<file path="src/rtl/kbd_pkg.sv">
package kbd_pkg;
  localparam int ENT_N  = 8;
  localparam int ENT_W  = 8;
  localparam int SNAP_W = ENT_N * ENT_W;

  localparam logic [7:0] A_CTRL = 8'h00;
  localparam logic [7:0] A_STAT = 8'h04;
  localparam logic [7:0] A_ENT0 = 8'h08;
  localparam logic [7:0] A_ENT1 = 8'h0C;
  localparam logic [7:0] A_RPT  = 8'h10;
  localparam logic [1:0] A_MASK_HI = 2'b01;  // 0x40..0x7C

  typedef enum logic [1:0] {
    SEQ_IDLE,
    SEQ_INIT,
    SEQ_ROW
  } seq_state_e;
endpackage

</file>
<file path="src/rtl/kbd_scan_seq.sv">
module kbd_scan_seq #(
  parameter int ROWS         = 16,
  parameter int INIT_CYC     = 5,
  parameter int ROW_BASE_CYC = 16,
  parameter int DEB_W        = 10,
  localparam int RW          = (ROWS > 1) ? $clog2(ROWS) : 1
) (
  input  logic             clk_i,
  input  logic             rst_ni,
  input  logic             en_i,
  input  logic [DEB_W-1:0] deb_i,
  output logic [ROWS-1:0]  row_o,
  output logic [RW-1:0]    row_idx_o,
  output logic             sample_o,
  output logic             done_o
);
  import kbd_pkg::*;

  localparam int TW = DEB_W + 2;
  localparam logic [RW-1:0] LAST_ROW = RW'(ROWS - 1);

  seq_state_e    st_q;
  logic [TW-1:0] cnt_q;
  logic [RW-1:0] row_q;
  logic [TW-1:0] dwell_m1;

  assign dwell_m1 = TW'(ROW_BASE_CYC - 1) + TW'(deb_i);

  always_ff @(posedge clk_i or negedge rst_ni) begin
    if (!rst_ni) begin
      st_q  <= SEQ_IDLE;
      cnt_q <= '0;
      row_q <= '0;
    end else if (!en_i) begin
      st_q  <= SEQ_IDLE;
      cnt_q <= '0;
      row_q <= '0;
    end else begin
      unique case (st_q)
        SEQ_IDLE: begin
          st_q  <= SEQ_INIT;
          cnt_q <= TW'(INIT_CYC - 1);
        end
        SEQ_INIT: begin
          if (cnt_q == '0) begin
            st_q  <= SEQ_ROW;
            row_q <= '0;
            cnt_q <= dwell_m1;
          end else begin
            cnt_q <= cnt_q - 1'b1;
          end
        end
        SEQ_ROW: begin
          if (cnt_q == '0) begin
            if (row_q == LAST_ROW) begin
              st_q  <= SEQ_INIT;
              cnt_q <= TW'(INIT_CYC - 1);
            end else begin
              row_q <= row_q + 1'b1;
              cnt_q <= dwell_m1;
            end
          end else begin
            cnt_q <= cnt_q - 1'b1;
          end
        end
        default: st_q <= SEQ_IDLE;
      endcase
    end
  end

  for (genvar r = 0; r < ROWS; r++) begin : g_row
    assign row_o[r] = (st_q == SEQ_ROW) && (row_q == RW'(r));
  end

  assign row_idx_o = row_q;
  assign sample_o  = (st_q == SEQ_ROW) && (cnt_q == '0);
  assign done_o    = sample_o && (row_q == LAST_ROW);

  AST_ROW_ONEHOT: assert property (@(posedge clk_i) disable iff (!rst_ni)
    $onehot0(row_o));
  AST_OFF_NO_DRIVE: assert property (@(posedge clk_i) disable iff (!rst_ni)
    !en_i |=> (row_o == '0));
  AST_ROW_HELD: assert property (@(posedge clk_i) disable iff (!rst_ni)
    ((row_o != '0) && !sample_o && en_i) |=> $stable(row_o));
endmodule

</file>
<file path="src/rtl/kbd_snap_pack.sv">
module kbd_snap_pack #(
  parameter int ROWS = 16,
  parameter int COLS = 8,
  localparam int RW  = (ROWS > 1) ? $clog2(ROWS) : 1
) (
  input  logic                      clk_i,
  input  logic                      rst_ni,
  input  logic                      sample_i,
  input  logic                      done_i,
  input  logic [RW-1:0]             row_i,
  input  logic [COLS-1:0]           col_i,
  output logic                      snap_vld_o,
  output logic [kbd_pkg::SNAP_W-1:0] snap_o
);
  import kbd_pkg::*;

  logic [SNAP_W-1:0] acc_q, base, ents;
  logic [3:0]        acc_n_q, base_n, n;
  logic [ENT_N-1:0]  vmask;

  always_comb begin
    base   = (row_i == '0) ? '0 : acc_q;
    base_n = (row_i == '0) ? '0 : acc_n_q;
    ents   = base;
    n      = base_n;
    for (int c = 0; c < COLS; c++) begin
      if (col_i[c] && (n < 4'(ENT_N))) begin
        ents[n*ENT_W +: ENT_W] = {1'b1, 4'(row_i), 3'(c)};
        n = n + 1'b1;
      end
    end
  end

  always_ff @(posedge clk_i or negedge rst_ni) begin
    if (!rst_ni) begin
      acc_q      <= '0;
      acc_n_q    <= '0;
      snap_o     <= '0;
      snap_vld_o <= 1'b0;
    end else begin
      snap_vld_o <= 1'b0;
      if (sample_i) begin
        if (done_i) begin
          snap_o     <= ents;
          snap_vld_o <= 1'b1;
          acc_q      <= '0;
          acc_n_q    <= '0;
        end else begin
          acc_q   <= ents;
          acc_n_q <= n;
        end
      end
    end
  end

  for (genvar k = 0; k < ENT_N; k++) begin : g_v
    assign vmask[k] = snap_o[k*ENT_W + ENT_W - 1];
  end

  AST_ENT_CONTIG: assert property (@(posedge clk_i) disable iff (!rst_ni)
    snap_vld_o |-> ((vmask & (vmask + 1'b1)) == '0));
endmodule

</file>
<file path="src/rtl/kbd_snap_fifo.sv">
module kbd_snap_fifo #(
  parameter int W     = 64,
  parameter int DEPTH = 4,
  localparam int PW   = (DEPTH > 1) ? $clog2(DEPTH) : 1,
  localparam int CW   = $clog2(DEPTH + 1)
) (
  input  logic          clk_i,
  input  logic          rst_ni,
  input  logic          push_i,
  input  logic [W-1:0]  data_i,
  input  logic          pop_i,
  output logic [W-1:0]  head_o,
  output logic [CW-1:0] cnt_o
);
  logic [DEPTH-1:0][W-1:0] mem_q;
  logic [PW-1:0] wp_q, rp_q;
  logic [CW-1:0] cnt_q;
  logic          do_push, do_pop;

  assign do_push = push_i && (cnt_q != CW'(DEPTH));
  assign do_pop  = pop_i && (cnt_q != '0);

  function automatic logic [PW-1:0] inc(input logic [PW-1:0] p);
    return (p == PW'(DEPTH - 1)) ? '0 : p + 1'b1;
  endfunction

  always_ff @(posedge clk_i or negedge rst_ni) begin
    if (!rst_ni) begin
      mem_q <= '0;
      wp_q  <= '0;
      rp_q  <= '0;
      cnt_q <= '0;
    end else begin
      if (do_push) begin
        mem_q[wp_q] <= data_i;
        wp_q        <= inc(wp_q);
      end
      if (do_pop) rp_q <= inc(rp_q);
      cnt_q <= cnt_q + CW'(do_push) - CW'(do_pop);
    end
  end

  assign head_o = (cnt_q == '0) ? '0 : mem_q[rp_q];
  assign cnt_o  = cnt_q;

  AST_NO_OVERFLOW: assert property (@(posedge clk_i) disable iff (!rst_ni)
    cnt_o <= CW'(DEPTH));
  AST_FULL_DROP: assert property (@(posedge clk_i) disable iff (!rst_ni)
    ((cnt_o == CW'(DEPTH)) && !pop_i) |=> (cnt_o == CW'(DEPTH)));
  AST_EMPTY_POP: assert property (@(posedge clk_i) disable iff (!rst_ni)
    ((cnt_o == '0) && !push_i) |=> (cnt_o == '0));
endmodule

</file>
<file path="src/rtl/kbd_matrix_ctrl.sv">
module kbd_matrix_ctrl #(
  parameter int ROWS         = 16,
  parameter int COLS         = 8,
  parameter int FIFO_DEPTH   = 4,
  parameter int INIT_CYC     = 5,
  parameter int ROW_BASE_CYC = 16,
  parameter int DEB_W        = 10,
  parameter int THR_W        = 4,
  parameter int RPT_W        = 20
) (
  input  logic            clk_i,
  input  logic            rst_ni,
  input  logic            reg_req_i,
  input  logic            reg_we_i,
  input  logic [7:0]      reg_addr_i,
  input  logic [31:0]     reg_wdata_i,
  output logic [31:0]     reg_rdata_o,
  output logic [ROWS-1:0] row_o,
  input  logic [COLS-1:0] col_i,
  output logic            irq_o
);
  import kbd_pkg::*;

  localparam int RW = (ROWS > 1) ? $clog2(ROWS) : 1;
  localparam int CW = $clog2(FIFO_DEPTH + 1);
  localparam int DEB_LSB = 4;
  localparam int THR_LSB = 14;

  logic             en_q, kp_ie_q, fifo_ie_q;
  logic [DEB_W-1:0] deb_q;
  logic [THR_W-1:0] thr_q;
  logic [RPT_W-1:0] rpt_q, rpt_cnt_q;
  logic [ROWS-1:0][COLS-1:0] mask_q;
  logic             kp_st_q, fifo_st_q;
  logic [SNAP_W-1:0] last_q;

  logic wr, rd, mask_sel;
  logic [RW-1:0]  row_idx;
  logic           sample, done, snap_vld, push, pop;
  logic [SNAP_W-1:0] snap, head;
  logic [CW-1:0]  fcnt;
  logic           kp_set, fifo_set;

  assign wr       = reg_req_i && reg_we_i;
  assign rd       = reg_req_i && !reg_we_i;
  assign mask_sel = (reg_addr_i[7:6] == A_MASK_HI);
  assign pop      = rd && (reg_addr_i == A_ENT1);

  kbd_scan_seq #(
    .ROWS(ROWS), .INIT_CYC(INIT_CYC), .ROW_BASE_CYC(ROW_BASE_CYC), .DEB_W(DEB_W)
  ) u_seq (
    .clk_i, .rst_ni, .en_i(en_q), .deb_i(deb_q), .row_o,
    .row_idx_o(row_idx), .sample_o(sample), .done_o(done)
  );

  kbd_snap_pack #(.ROWS(ROWS), .COLS(COLS)) u_pack (
    .clk_i, .rst_ni, .sample_i(sample), .done_i(done), .row_i(row_idx),
    .col_i, .snap_vld_o(snap_vld), .snap_o(snap)
  );

  kbd_snap_fifo #(.W(SNAP_W), .DEPTH(FIFO_DEPTH)) u_fifo (
    .clk_i, .rst_ni, .push_i(push), .data_i(snap), .pop_i(pop),
    .head_o(head), .cnt_o(fcnt)
  );

  // push on change, or on repeat expiry while the same set is held
  assign push = en_q && snap_vld && snap[ENT_W-1] &&
                ((snap != last_q) || (rpt_cnt_q >= rpt_q));

  assign kp_set   = en_q && sample && |(col_i & ~mask_q[row_idx]);
  assign fifo_set = (thr_q != '0) && (THR_W'(fcnt) >= thr_q);

  always_ff @(posedge clk_i or negedge rst_ni) begin
    if (!rst_ni) begin
      en_q      <= 1'b0;
      kp_ie_q   <= 1'b0;
      fifo_ie_q <= 1'b0;
      deb_q     <= '0;
      thr_q     <= '0;
      rpt_q     <= '0;
      mask_q    <= '0;
    end else if (wr) begin
      if (reg_addr_i == A_CTRL) begin
        en_q      <= reg_wdata_i[0];
        kp_ie_q   <= reg_wdata_i[1];
        fifo_ie_q <= reg_wdata_i[3];
        deb_q     <= reg_wdata_i[DEB_LSB +: DEB_W];
        thr_q     <= reg_wdata_i[THR_LSB +: THR_W];
      end
      if (reg_addr_i == A_RPT) rpt_q <= reg_wdata_i[RPT_W-1:0];
      for (int r = 0; r < ROWS; r++) begin
        if (mask_sel && (reg_addr_i[5:2] == 4'(r))) mask_q[r] <= reg_wdata_i[COLS-1:0];
      end
    end
  end

  always_ff @(posedge clk_i or negedge rst_ni) begin
    if (!rst_ni) begin
      kp_st_q   <= 1'b0;
      fifo_st_q <= 1'b0;
    end else begin
      kp_st_q   <= (kp_st_q & ~(wr && reg_addr_i == A_STAT && reg_wdata_i[0])) | kp_set;
      fifo_st_q <= (fifo_st_q & ~(wr && reg_addr_i == A_STAT && reg_wdata_i[2])) | fifo_set;
    end
  end

  always_ff @(posedge clk_i or negedge rst_ni) begin
    if (!rst_ni) begin
      rpt_cnt_q <= '0;
      last_q    <= '0;
    end else if (!en_q) begin
      rpt_cnt_q <= '0;
      last_q    <= '0;
    end else begin
      if (push) rpt_cnt_q <= '0;
      else if (rpt_cnt_q != '1) rpt_cnt_q <= rpt_cnt_q + 1'b1;
      if (snap_vld) last_q <= snap;
    end
  end

  always_comb begin
    reg_rdata_o = '0;
    if (mask_sel) begin
      for (int r = 0; r < ROWS; r++)
        if (reg_addr_i[5:2] == 4'(r)) reg_rdata_o[COLS-1:0] = mask_q[r];
    end else begin
      unique case (reg_addr_i)
        A_CTRL: begin
          reg_rdata_o[0] = en_q;
          reg_rdata_o[1] = kp_ie_q;
          reg_rdata_o[3] = fifo_ie_q;
          reg_rdata_o[DEB_LSB +: DEB_W] = deb_q;
          reg_rdata_o[THR_LSB +: THR_W] = thr_q;
        end
        A_STAT: begin
          reg_rdata_o[0]   = kp_st_q;
          reg_rdata_o[2]   = fifo_st_q;
          reg_rdata_o[7:4] = 4'(fcnt);
        end
        A_ENT0: reg_rdata_o = head[31:0];
        A_ENT1: reg_rdata_o = head[63:32];
        A_RPT:  reg_rdata_o[RPT_W-1:0] = rpt_q;
        default: reg_rdata_o = '0;
      endcase
    end
  end

  assign irq_o = (kp_st_q && kp_ie_q) || (fifo_st_q && fifo_ie_q);

  AST_NO_SPURIOUS_POP: assert property (@(posedge clk_i) disable iff (!rst_ni)
    !pop |=> (fcnt >= $past(fcnt)));
  AST_OFF_NO_PUSH: assert property (@(posedge clk_i) disable iff (!rst_ni)
    (!en_q && !pop) |=> (fcnt == $past(fcnt)));
  AST_IRQ_QUIET: assert property (@(posedge clk_i) disable iff (!rst_ni)
    (!kp_ie_q && !fifo_ie_q) |-> !irq_o);
endmodule

</file>
<file path="config.mk">
export PLATFORM = sky130hd
export DESIGN_NAME = kbd_matrix_ctrl
export DESIGN_NICKNAME = d
export VERILOG_FILES = /design/src/rtl/kbd_pkg.sv /design/src/rtl/kbd_scan_seq.sv /design/src/rtl/kbd_snap_pack.sv /design/src/rtl/kbd_snap_fifo.sv /design/src/rtl/kbd_matrix_ctrl.sv
export SDC_FILE = /design/constraint.sdc
export NUM_CORES = 1
export LEC_CHECK = 0
export ABC_AREA = 0
export BUFFER_PORTS_ARGS = -buffer_cell sky130_fd_sc_hd__clkbuf_2
export CAP_MARGIN = 30
export CORE_MARGIN = 3
export CORE_UTILIZATION = 60
export CTS_BUF_LIST = sky130_fd_sc_hd__clkbuf_2 sky130_fd_sc_hd__clkbuf_4 sky130_fd_sc_hd__clkbuf_8
export CTS_CLUSTER_DIAMETER = 200
export CTS_CLUSTER_SIZE = 25
export DETAILED_ROUTE_END_ITERATION = 10
export PLACE_DENSITY = 0.73
export SYNTH_ARGS = -nofsm -noshare
export SYNTH_HDL_FRONTEND = slang
export SYNTH_SLANG_ARGS = --single-unit
</file>
<file path="constraint.sdc">
create_clock -name clk_i -period 14.1 [get_ports clk_i]
set_clock_uncertainty 0.2 [all_clocks]
set_input_delay 0.705 -clock clk_i [delete_from_list [all_inputs] [get_ports clk_i]]
set_output_delay 0.705 -clock clk_i [all_outputs]
set_load 0.005 [all_outputs]
</file>
==> After elaboration in Yosys (flattened, before gate mapping) <==
Cells that the tools add are included.
{ "totals": {"regBits": 665} }
{ "classes": {"addsub": 24, "mux": 86, "n_shift": 16, "n_reduce_logical": 92, "n_bitwise": 8, "order_cmp": 14, "n_eq_ne": 50} }
{ "op_table": {"columns": ["operator", "count"], "rows": [
  ["$mux W64", 15],
  ["$bwmux W64", 8],
  ["$shift A8 B34 Y64 const A", 8],
  ["$shiftx A8 B34 Y64", 8],
  ["$neg A7 Y34", 8],
  ["$bwmux W256", 1],
  ["$mux W8", 18],
  ["$bmux W64 S2", 1],
  ["$demux W64 S2", 1],
  ["$eq A4 B4 Y1 const B", 16],
  ["$ne A64 B64 Y1", 1],
  ["$mux W20", 3],
  ["$logic_and A1 B1 Y1", 59],
  ["$mux W4", 14],
  ["$mux W12", 4],
  ["$pmux W10 S4", 1],
  ["$reduce_and A2 Y1", 19],
  ["$add A4 B1 Y4 const B", 9],
  ["$pmux W12 S3", 1],
  ["$bmux W8 S4", 1],
  ["$eq A4 B3 Y1 const B", 8],
  ["$lt A4 B4 Y1 const B", 8],
  ["$mux W24", 1],
  ["$pmux W12 S2", 1],
  ["other kinds (48)", 76]
]} }

==> Longest topological paths before layout <==
{ "depth": {"depth_word": 28, "ltp_mapped": 45} }

==> Modules after synthesis <==
From an unflattened synthesis, not the netlist that was laid out.
{ "unflattened": {"cells_unflattened": 3393, "hier_area_um2": 38470.6} }
{ "by_module_without_submodules": {"columns": ["mod", "cells_per_inst", "seq_area_each_um2", "area_each_um2", "n_inst"], "rows": [
  ["kbd_matrix_ctrl", 1267, 6281.0, 14561.5, 1],
  ["kbd_snap_fifo", 728, 6581.3, 12001.5, 1],
  ["kbd_snap_pack", 1198, 3328.2, 10288.6, 1],
  ["kbd_scan_seq", 200, 450.4, 1619.1, 1]
]} }

==> Worst setup path after synthesis <==
OpenSTA, ideal clock, no wires.
{ "synth_timing": {"path_kind": "register to register", "start": "register u_seq.row_q[0], in the netlist u_seq.row_idx_o[0]", "end": "register u_pack.acc_q[21]", "path_buffers": 10, "required_time_ns": 13.804, "t_arrival_ns": 10.412, "stages_incl_launch_ff": 46, "slack_ns": 3.392, "path_cell_list": "dfrtp_1 -> clkbuf_1 -> clkbuf_1 -> inv_1 -> ha_1 -> or3b_1 -> buf_6 -> clkbuf_1 -> clkbuf_1 -> buf_1 -> clkbuf_1 -> and2_1 -> ha_1 -> a31oi_1 -> ha_1 -> o211ai_1 -> a21boi_0 -> inv_1 -> [10 not listed] -> ha_1 -> mux2i_1 -> inv_1 -> ha_1 -> and2_1 -> nand3_1 -> nor4_1 -> a211o_1 -> a211oi_1 -> ha_1 -> nor2b_1 -> nand4_4 -> or3_1 -> buf_2 -> or3_4 -> buf_6 -> mux2i_1 -> o31ai_1"} }
{ "synth_between": {"elab_chain_cells": 28} }
{ "synth_rtl": {"columns": ["item", "line", "rtl"], "rows": [
  ["start, declared", "kbd_scan_seq.sv:24", "logic [RW-1:0] row_q;"],
  ["start signal, assigned", "kbd_scan_seq.sv:59", "row_q <= row_q + 1'b1;"],
  ["$logic_not A4 Y1", "kbd_snap_pack.sv:22, kbd_snap_pack.sv:23", null],
  ["$mux W4", "kbd_snap_pack.sv:23", "base_n = (row_i == '0) ? '0 : acc_n_q;"],
  ["$lt A4 B4 Y1", "kbd_snap_pack.sv:27", "if (col_i[c] && (n < 4'(ENT_N))) begin"],
  ["$logic_and A1 B1 Y1", "kbd_snap_pack.sv:27", null],
  ["$mux W4", "kbd_snap_pack.sv:27", null],
  ["$lt A4 B4 Y1", "kbd_snap_pack.sv:27", null],
  ["$logic_and A1 B1 Y1", "kbd_snap_pack.sv:27", null],
  ["$mux W4", "kbd_snap_pack.sv:27", null],
  ["[12 not listed]", null, null],
  ["$lt A4 B4 Y1", "kbd_snap_pack.sv:27", null],
  ["$logic_and A1 B1 Y1", "kbd_snap_pack.sv:27", null],
  ["$mux W4", "kbd_snap_pack.sv:27", null],
  ["$neg A7 Y34", "kbd_snap_pack.sv:28", "ents[n*ENT_W +: ENT_W] = {1'b1, 4'(row_i), 3'(c)};"],
  ["$shiftx A8 B34 Y64 or $shift A8 B34 Y64 (tied branches)", "kbd_snap_pack.sv:28", null],
  ["$bwmux W64", "kbd_snap_pack.sv:28", null],
  ["$mux W64", "kbd_snap_pack.sv:27", null],
  ["$mux W64 (*)", "kbd_snap_pack.sv:43", "if (done_i) begin"],
  ["end signal, assigned", "kbd_snap_pack.sv:49", "acc_q <= ents;"],
  ["end, declared", "kbd_snap_pack.sv:17", "logic [SNAP_W-1:0] acc_q, base, ents;"]
]} }
Every way passes the cells marked *; elsewhere a longest branch is shown, timed or not.
A chain may end at the register's enable or synchronous reset.

==> Worst setup path in the final report <==
{ "layout_timing": {"start": "register u_seq.row_q[1], in the netlist u_seq.row_idx_o[1]", "end": "register u_pack.acc_q[47]"} }
Same word-level chain as after synthesis.

==> impl_metrics.yaml <==
timing:
  relSlewSlack_pct: 13.86
  maxSlewViolCount: 0
  finalSetupTns_ps: 0
  finalSetupViolations: 0
  period_minus_slack_ps: 11720
  setup_ws_ps: 2383
  whs_ps: 52.21
  rsz0062_at_grt: "no"
  tightest_slew_ps: 1292
  period_share_pct: 83.10
  finalHoldViolations: 0
  fmax_mhz: 85.35
setup_path:
  path_buf_inv: 2
  critPathTopFamily: "simple AND/OR/NAND/NOR gates"
  cp.depth: 30
  slowest_delay_ps: 910
  worstPathRequired_ps: 14550
  crit_path_frequent_cell: "ha_1"
  criticalPathCategory: "reg -> reg"
  crit_arrival_ps: 12160
  crit_path_top_delay_cell: "or4_1"
  setup.worst_path.start_class: "flop"
  crit_path_end_kind: "flop"
  worstPathMaxFanout: 19
  r2r_cells: 30
cts:
  h-tree-depth: 1
  cts_resized: 0
  cts_buffer_depth: 3
  clk-insertion-delay-late_ps: 770
  tritoncts: "yes"
  clkSlewWorstSetupHoldPaths_ps: 160
  cts_setup_buffers: 0
  holdBufCountCts: 11
  root_buffer: "clkbuf_8"
  cts.sinks: 665
  cts-buffers-inserted: 30
global_routing:
  grt_pass1_vias: 37244
  track_usage_pct: 35.51
  grt_overflow_total: 0
  antenna_found_initial: 7
  grt_max_degree: 313
  grt_pass1_wl_um: 221300
die:
  io_pins: 101
  die_x_um: 277.7
  fp.dieArea_mm2: 0.07711
  coreArea_mm2: 0.07234
  fp.dieH_um: 277.7
  initial_core_util_pct: 61.22
  std_cell_rows: 98
synth:
  synth_most_common_cell: "dfrtp_1"
  yosysTopAreaCell: "dfrtp_1"
  synth_nets: 4995
  synthesis.area_mm2: 0.04429
  synth_cells: 4866
  synthDistinctLibCells: 116
  synthTopCellsByCount: "dfrtp_1 (665), nand3_1 (582), clkbuf_1 (389)"
  yosysSeqAreaShare_pct: 37.58
  synth-edff-count: 0
  async_reset_ff_share_pct: 100.0
  synth_seq_cells: 665
  ys.flop_type: "dfrtp_1"
  synth_top_area_share_pct: 37.58
  ys_warn_count: 0
  syn-mean-instance-area_um2: 9.101
  synth_area_leaders: "dfrtp_1 (38%), nand3_1 (6.6%), mux4_2 (5.4%)"
worst_hold_path:
  whs_path_depth: 2
  hold_class: "in -> reg"
final_layout:
  nNetsFinal: 4747
  fillCellCount: 6237
  fin_area_mm2: 0.04565
  regArea_mm2: 0.01665
  syn_to_final_growth_pct: 3.068
  drive_above_1_share_pct: 12.10
  multiInputGateArea_mm2: 0.02572
route:
  ant_nets: 0
  drc: 0
  viasPerCell: 7.159
  num_vias: 39904
  wire_per_inst_um: 25.35
  drt-initial-drc-count: 4788
  drt_wl_total_um: 141300
  drt-pass1-iter-count: 6
power:
  power_density_mw_per_mm2: 77.43
  p_leak_nw: 20.13
  max-vdd-ir-drop_uv: 82.82
place:
  dpl.hpwl_um: 91000
  dp_slack_ps: 2671
  place_area_mm2: 0.04504
  port_buffers: 88
  globalplace.congestion: 0.9945
job:
  max_cap_violations: 0
run_status:
  outcome: "completed"
[state kept, by name, indices dropped and copies added, names as in the netlist, 3 cells and up]
| register | count |
|---|---|
| u_seq.row_idx_o | 4 |
| u_pack.acc_q | 64 |
| u_pack.acc_n_q | 4 |
| mask_q | 128 |
| u_fifo.mem_q | 256 |
| u_fifo.cnt_o | 3 |
| u_seq.cnt_q | 12 |
| u_pack.snap_o | 64 |
| last_q | 64 |
| rpt_cnt_q | 20 |
| thr_q | 4 |
| rpt_q | 20 |
| deb_q | 10 |
[cells in the final DEF (no fill, tap or decap), types with 31 or more instances in the layout]
| master | instances |
|---|---|
| dfrtp_1 | 660 |
| nand3_1 | 581 |
| a21oi_1 | 374 |
| nor2_1 | 282 |
| and3_1 | 281 |
| o211ai_1 | 280 |
| a21boi_0 | 260 |
| nand2_1 | 257 |
| mux2_2 | 187 |
| o21ai_0 | 133 |
| mux4_2 | 106 |
| mux2i_1 | 99 |
| inv_1 | 92 |
| clkbuf_2 | 87 |
| ha_1 | 72 |
| xnor2_1 | 56 |
| nor3_1 | 54 |
| a22o_1 | 49 |
| nand4_1 | 47 |
| buf_4 | 46 |
| a31oi_1 | 41 |
| xor2_1 | 40 |
| a22oi_1 | 39 |
| clkbuf_8 | 31 |
[logic make-up (layout without fill, tap and decap cells)]
kind of cell | Yosys count | in the layout | share of synthesized area [%]
other | 0 | 3 | 0
AO/OA/AOI/OAI | 1417 | 1417 | 21.92
AND/OR/NAND/NOR | 1674 | 1674 | 19.14
multiplexers | 394 | 394 | 12.46
buffers and inverters | 540 | 295 | 4.704
flip-flops | 665 | 665 | 37.58
XOR/XNOR | 99 | 99 | 2.009
adder cells (fa/ha/maj) | 77 | 77 | 2.192
[routing by layer]
layer / global-route usage, % / vias up / routed length (um)
met5: 0 / - / 57
met4: 13.13 / 10 / 5896
met3: 5.563 / 326 / 12850
met2: 53.56 / 2009 / 63230
met1: 51.89 / 19897 / 59270
li1: - / 17662 / -
[worst paths after layout]
| path | from | to | slack, ps |
|---|---|---|---|
| max | u_seq.row_idx_o[1] | u_pack.acc_q[47] | 2380 |
| min | reg_wdata_i[17] | rpt_q[17] | 50 |
| max reg2reg | u_seq.row_idx_o[1] | u_pack.acc_q[47] | 2380 |
| min reg2reg | u_fifo.mem_q[199] | u_fifo.mem_q[199] | 300 |
| max in group asynchronous | rst_ni | last_q[19] | 11130 |
| min in group asynchronous | rst_ni | u_fifo.mem_q[43] | 390 |
[through the flow]
step	utilization, %	total power [mW]	instances
2_1_floorplan	-	2.475	4866
3_3_place_gp	62.06	2.711	5515
3_5_place_dp	62.26	2.719	5524
4_1_cts	63.05	3.517	5570
5_1_grt	63.09	3.658	5572
6_report	63.09	3.534	5574
[area by class of cell]
class	instances	area share, %
multi-input cells	3661	56.34
flip-flops and latches	665	36.49
repair buffers	160	2.692
well taps	950	2.604
clock buffers	34	0.9841
inverters	100	0.8498
clock inverters	1	0.02467
diodes	3	0.01645
[worst register-to-register path: cells and delay by family, from the launching register on]
kind | cells | cell delay (ps)
xor+xnor | 2 | 1370
buf+inv | 2 | 450
simple gates | 10 | 4000
compound gates | 10 | 3280
fa+ha+maj | 6 | 1890
flops | 1 | 430
[power by group]
part	switching (mW)	internal (mW)	total [mW]
registers	0.0635	1.95	2.02
logic	0.488	0.203	0.690
clock network	0.619	0.209	0.828
total	1.17	2.36	3.53
No activity file was read; power rests on OpenSTA's default activity.
